==> src/rtl/edc_pkg.sv <==
package edc_pkg;
    localparam int DATA_W    = 32;
    localparam int CB_W      = 8;
    localparam int SOLO_CB_W = 7;
    localparam int WIDE_COLS = 2 * DATA_W;
    localparam logic [CB_W-1:0] CB_INVERT = 8'b0000_1100;

    typedef logic [CB_W-1:0] cb_t;
    typedef cb_t [WIDE_COLS-1:0] colset_t;

    typedef enum logic [1:0] {
        ROLE_SOLO     = 2'b00,
        ROLE_GEN_ONLY = 2'b01,
        ROLE_LOWER    = 2'b10,
        ROLE_UPPER    = 2'b11
    } role_e;

    typedef struct packed {
        cb_t solo;
        cb_t lower;
        cb_t upper;
    } parity_set_t;

    function automatic int bit_weight(int v);
        int n = 0;
        for (int b = 0; b < CB_W; b++) n += (v >> b) & 1;
        return n;
    endfunction

    // ascending odd-weight (>=3) codes that fit in w bits
    function automatic colset_t build_cols(int w);
        colset_t c = '0;
        int k = 0;
        for (int v = 1; v < (1 << CB_W); v++) begin
            if (v < (1 << w) && bit_weight(v) >= 3 && (bit_weight(v) % 2) == 1
                && k < WIDE_COLS) begin
                c[k] = cb_t'(v);
                k++;
            end
        end
        return c;
    endfunction
endpackage

==> src/rtl/edc_flow_latch.sv <==
module edc_flow_latch #(
    parameter int W = 8
) (
    input  logic         clk,
    input  logic         rst,
    input  logic         le_i,
    input  logic [W-1:0] d_i,
    output logic [W-1:0] q_o
);
    logic [W-1:0] held_q;

    always_ff @(posedge clk) begin
        if (rst)       held_q <= '0;
        else if (le_i) held_q <= d_i;
    end

    assign q_o = le_i ? d_i : held_q;

    a_r7_hold_steady: assert property (@(posedge clk) disable iff (rst)
        !le_i |=> (rst || $stable(held_q)));
endmodule

==> src/rtl/edc_parity_gen.sv <==
module edc_parity_gen
    import edc_pkg::*;
(
    input  logic [DATA_W-1:0] data_i,
    output parity_set_t       par_o
);
    localparam colset_t SOLO_COLS = build_cols(SOLO_CB_W);
    localparam colset_t WIDE_COLS_T = build_cols(CB_W);

    always_comb begin
        par_o = '0;
        for (int i = 0; i < DATA_W; i++) begin
            if (data_i[i]) begin
                par_o.solo  = par_o.solo  ^ SOLO_COLS[i];
                par_o.lower = par_o.lower ^ WIDE_COLS_T[i];
                par_o.upper = par_o.upper ^ WIDE_COLS_T[i + DATA_W];
            end
        end
    end
endmodule

==> src/rtl/edc_syn_decode.sv <==
module edc_syn_decode
    import edc_pkg::*;
(
    input  logic              clk,
    input  logic              rst,
    input  cb_t               syn_i,
    input  logic              wide_i,
    input  logic              upper_i,
    input  logic              corr_en_i,
    output logic [DATA_W-1:0] flip_o,
    output logic              err_o,
    output logic              merr_o
);
    localparam colset_t SOLO_COLS = build_cols(SOLO_CB_W);
    localparam colset_t WIDE_COLS_T = build_cols(CB_W);

    logic hit;
    cb_t  col;

    always_comb begin
        hit = 1'b0;
        for (int k = 0; k < WIDE_COLS; k++) begin
            if (wide_i && syn_i == WIDE_COLS_T[k]) hit = 1'b1;
            if (!wide_i && k < DATA_W && syn_i == SOLO_COLS[k]) hit = 1'b1;
        end
        flip_o = '0;
        col    = '0;
        for (int i = 0; i < DATA_W; i++) begin
            if (!wide_i)      col = SOLO_COLS[i];
            else if (upper_i) col = WIDE_COLS_T[i + DATA_W];
            else              col = WIDE_COLS_T[i];
            flip_o[i] = corr_en_i && (syn_i != '0) && (syn_i == col);
        end
        err_o  = |syn_i;
        merr_o = err_o && !hit && (bit_weight(int'(syn_i)) != 1);
    end

    a_r3_one_flip_max: assert property (@(posedge clk) disable iff (rst)
        $onehot0(flip_o));
    a_r5_merr_needs_err: assert property (@(posedge clk) disable iff (rst)
        merr_o |-> err_o);
    a_r2_clean_quiet: assert property (@(posedge clk) disable iff (rst)
        (syn_i == '0) |-> (!err_o && flip_o == '0));
    a_r4_cb_error_no_flip: assert property (@(posedge clk) disable iff (rst)
        ($countones(syn_i) == 1) |-> (flip_o == '0 && !merr_o));
endmodule

==> src/rtl/edc_slice.sv <==
module edc_slice
    import edc_pkg::*;
(
    input  logic              clk,
    input  logic              rst,
    input  logic [DATA_W-1:0] sys_data_i,
    input  logic              sys_le_i,
    input  logic [DATA_W-1:0] mem_data_i,
    input  logic [CB_W-1:0]   mem_cb_i,
    input  logic              mem_le_i,
    input  logic [CB_W-1:0]   part_cb_i,
    input  logic [1:0]        slice_id_i,
    input  logic [2:0]        mode_i,
    output logic [CB_W-1:0]   cb_o,
    output logic [CB_W-1:0]   syn_o,
    output logic [DATA_W-1:0] data_o,
    output logic              err_o,
    output logic              merr_o
);
    localparam int MEM_W = DATA_W + CB_W;

    role_e             role;
    logic [DATA_W-1:0] sd_q;
    logic [DATA_W-1:0] md_q;
    cb_t               cb_q;
    logic [MEM_W-1:0]  mem_q;
    parity_set_t       sd_par;
    parity_set_t       md_par;
    cb_t               dec_syn;
    logic              wide;
    logic              corr_en;
    logic [DATA_W-1:0] flip;
    logic              mode_hi_unused;

    assign role           = role_e'(slice_id_i);
    assign mode_hi_unused = mode_i[2];

    edc_flow_latch #(.W(DATA_W)) u_sys_hold (
        .clk(clk), .rst(rst), .le_i(sys_le_i), .d_i(sys_data_i), .q_o(sd_q)
    );
    edc_flow_latch #(.W(MEM_W)) u_mem_hold (
        .clk(clk), .rst(rst), .le_i(mem_le_i), .d_i({mem_cb_i, mem_data_i}), .q_o(mem_q)
    );
    assign md_q = mem_q[DATA_W-1:0];
    assign cb_q = mem_q[MEM_W-1:DATA_W];

    edc_parity_gen u_sys_gen (.data_i(sd_q), .par_o(sd_par));
    edc_parity_gen u_mem_gen (.data_i(md_q), .par_o(md_par));

    always_comb begin
        cb_o    = '0;
        syn_o   = '0;
        dec_syn = '0;
        wide    = 1'b1;
        unique case (role)
            ROLE_SOLO: begin
                wide    = 1'b0;
                cb_o    = sd_par.solo ^ CB_INVERT;
                syn_o   = md_par.solo ^ CB_INVERT ^ {1'b0, cb_q[SOLO_CB_W-1:0]};
                dec_syn = syn_o;
            end
            ROLE_GEN_ONLY: begin
                cb_o = part_cb_i ^ sd_par.upper ^ CB_INVERT;
            end
            ROLE_LOWER: begin
                cb_o    = sd_par.lower;
                syn_o   = md_par.lower;
                dec_syn = cb_q;
            end
            ROLE_UPPER: begin
                cb_o    = part_cb_i ^ sd_par.upper ^ CB_INVERT;
                syn_o   = part_cb_i ^ md_par.upper ^ CB_INVERT ^ cb_q;
                dec_syn = syn_o;
            end
            default: ;
        endcase
    end

    assign corr_en = (mode_i[1:0] == 2'b11) && (role != ROLE_GEN_ONLY);

    edc_syn_decode u_decode (
        .clk(clk), .rst(rst), .syn_i(dec_syn), .wide_i(wide),
        .upper_i(role == ROLE_UPPER), .corr_en_i(corr_en),
        .flip_o(flip), .err_o(err_o), .merr_o(merr_o)
    );

    assign data_o = md_q ^ flip;

    a_r6_detect_only_passes: assert property (@(posedge clk) disable iff (rst)
        (mode_i[1:0] != 2'b11) |-> (data_o == md_q));
    a_r10_gen_only_quiet: assert property (@(posedge clk) disable iff (rst)
        (role == ROLE_GEN_ONLY) |-> (!err_o && !merr_o && syn_o == '0));
endmodule

==> config.mk <==
export PLATFORM = sky130hd
export DESIGN_NAME = edc_slice
export DESIGN_NICKNAME = d
export VERILOG_FILES = /design/src/rtl/edc_pkg.sv /design/src/rtl/edc_flow_latch.sv /design/src/rtl/edc_parity_gen.sv /design/src/rtl/edc_syn_decode.sv /design/src/rtl/edc_slice.sv
export SDC_FILE = /design/constraint.sdc
export NUM_CORES = 1
export LEC_CHECK = 0
export BUFFER_PORTS_ARGS = -buffer_cell sky130_fd_sc_hd__clkbuf_2
export CAP_MARGIN = 30
export CORE_MARGIN = 1
export CORE_UTILIZATION = 40
export CTS_BUF_LIST = sky130_fd_sc_hd__clkbuf_8
export DETAILED_ROUTE_END_ITERATION = 8
export PLACE_DENSITY = 0.59
export SLEW_MARGIN = 20
export SYNTH_ARGS = -nofsm -noshare
export SYNTH_HDL_FRONTEND = slang
export SYNTH_SLANG_ARGS = --single-unit
==> constraint.sdc <==
create_clock -name clk -period 16.3 [get_ports clk]
set_clock_uncertainty 0.2 [all_clocks]
set_input_delay 1.63 -clock clk [delete_from_list [all_inputs] [get_ports clk]]
set_output_delay 1.63 -clock clk [all_outputs]
set_load 0.005 [all_outputs]
==> metrics.yaml <==
status: "complete, no violations"
syn-instance-count: 991
path_clk_slew_ns: 0.09
seq_area_frac_synth_pct: 16.78
rows: 53
cts_buffer_depth: 2
leakage_nw: 4.220
tns_ns: 0
die_h_um: 148.5
place_congestion: 0.9055
timing.hold.ws_ns: 0.3567
final_common_cell: "xnor2_1"
layout_worst_path_cycle_share_pct: 62.42
vias: 7181
drtIter0Drc: 550
min-delay-start: "u_sys_hold.held_q[4]"
drive_above_1_share_pct: 16.45
ys_warn_count: 0
dp_cells: 1351
r2r_start: "u_mem_hold.held_q[25]"
finalSetupViolCount: 0
hold_buffers: 0
synth_edf_count: 0
required_ns: 14.47
grt_antenna_before_repair: 0
remaining_drc_errors: 0
postCtsSetupRepairBufs: 0
fin_crit_ns: 10.17
hold_class: "flop to flop"
rsz0062_at_grt: "no"
grt_max_degree: 89
critPathMaxFanout: 28
fmax_mhz: 98.29
io_pins: 139
ys_ff_latch: 72
arrival_ns: 8.34
critPathLaunchType: "input port"
die_w_um: 148.5
synthFlopType: "dfxtp_1"
dr.pass1.iters: 5
clock-sinks: 72
n_fill_cell: 2121
synth_cell_types: 64
reg2reg_to: "u_mem_hold.held_q[25]"
grt_pass1_vias: 6692
r2r_slack_ns: 14.81
overflow: 0
cts_resized: 0
syn_nets: 1090
p_per_area_nw_per_um2: 125.1
wl_per_cell_um: 18.89
fp.coreArea_um2: 21020
max_slew.worst_pin.slew_ns: 0.8974
cts_root_buf: "clkbuf_8"
critical_path_class: "input port to primary output"
initial_core_util_pct: 40.85
ant_nets: 0
cp-end-kind: "primary output"
grt_usage_pct: 23.66
ir_drop_v: 0.00005566
dp_hpwl_um: 20750
slew_headroom_pct: 38.46
finalNetCount: 1188
hold_violations: 0
holdPathEnd: "u_sys_hold.held_q[4]"
wl_um: 25850
final_cell_mix: "xnor2_1 (210), clkbuf_2 (135), nor2_1 (131)"
routed_via_density: 5.245
r2r_cells: 2
cts_buffers: 9
synthToLayoutAreaGrowth_pct: 12.25
die-area_um2: 22060
io_buffers: 137
cts-htree-levels: 3
clock_latency_ns: 0.37
syn_area_um2: 8588
antenna_cells: 0
slew_violations: 0
grt_pass1_wl_um: 39030
drv_cap: 0
cts_tree: "yes"
synthArstFlopShare_pct: 0
stdcell_count: 1369
whs_path_depth: 2
syn_area_per_cell_um2: 8.666
==> synthesized netlist by cell type, drive strengths merged, types with 16 or more instances <==
cell type / instances / area share (%)
inv: 19 / 0.89
o21ai: 26 / 1.5
dfxtp: 72 / 17
xnor2: 210 / 21
nand3: 18 / 1.0
nor3: 26 / 1.5
xnor3: 29 / 7.6
xor2: 114 / 12
a21oi: 37 / 2.2
clkbuf: 38 / 1.7
mux2i: 116 / 14
buf: 16 / 0.98
nand2: 33 / 1.4
nor2: 132 / 5.8
==> sequential cells by signal, indices dropped and copies added (netlist names) <==
name               count
u_mem_hold.held_q     40
u_sys_hold.held_q     32
==> cell type report <==
type                       instances  area, µm²  area share (%)
clock inverter                     7      72.57          0.7528
sequential                        72       1441           14.95
tap                              275      344.1           3.569
timing repair buffer             141      738.2           7.657
inverter                          20      80.08          0.8306
clock buffer                       9      123.9           1.285
multi-input combinational        845       6840           70.95
==> worst max-delay path by stage <==
stage              from     end  slack (ns)
6_report       mem_le_i  merr_o        6.13
5_1_grt        mem_le_i  merr_o        5.72
4_1_cts        mem_le_i  merr_o        5.98
3_5_place_dp   mem_le_i  merr_o        5.99
3_3_place_gp   mem_le_i  merr_o        5.99
2_1_floorplan  mem_le_i  merr_o        7.75
==> logic make-up after synthesis <==
family	synth area share, %
mux	14.79
xor+xnor	42.31
simple gates	13.08
fa+ha+maj	1.807
flops	16.78
buf+inv	3.570
compound gates	7.663
==> power by group <==
part,total [mW],switching [mW],internal [mW]
sequential,0.199,0.0122,0.186
combinational,0.854,0.475,0.379
clock,0.153,0.0822,0.0707
total,1.21,0.570,0.636
==> metal layers <==
layer | GRT usage [%] | part of all wire, % | vias to the layer above
met3 | 3.896 | 5.0 | 23
met1 | 32.44 | 47 | 3409
met2 | 38.01 | 46 | 206
met5 | 0 | 0 | -
met4 | 6.701 | 1.8 | 0
li1 | - | - | 3543
==> per-stage QoR <==
| stage | instance area (µm²) | utilization, % | total power, mW | setup WS [ns] |
|---|---|---|---|---|
| floorplan | 8588 | - | 0.8326 | 7.751 |
| global placement | 9409 | 44.76 | 1.039 | 5.986 |
| detailed placement | 9409 | 44.76 | 1.045 | 5.991 |
| CTS | 9605 | 45.69 | 1.201 | 5.979 |
| global route | 9641 | 45.86 | 1.292 | 5.718 |
| finish | 9641 | 45.86 | 1.206 | 6.126 |
==> worst max-delay path, cell delays in order <==
cell	delay (ns)
buf_2	0.55
buf_4	0.54
mux2i_1	0.53
xor2_1	0.31
xnor3_1	0.29
xnor2_1	0.16
xnor2_1	0.43
a21oi_1	0.18
o2bb2ai_1	0.62
ha_1	0.25
inv_1	0.04
fa_1	0.47
inv_1	0.05
fa_1	0.48
inv_1	0.05
fa_1	0.40
fa_1	0.39
nand3_1	0.08
o21ai_0	0.09
a31oi_1	0.18
o221ai_1	0.13
a311oi_1	0.30
clkbuf_2	0.18
No activity file was read; power rests on OpenSTA's default activity.
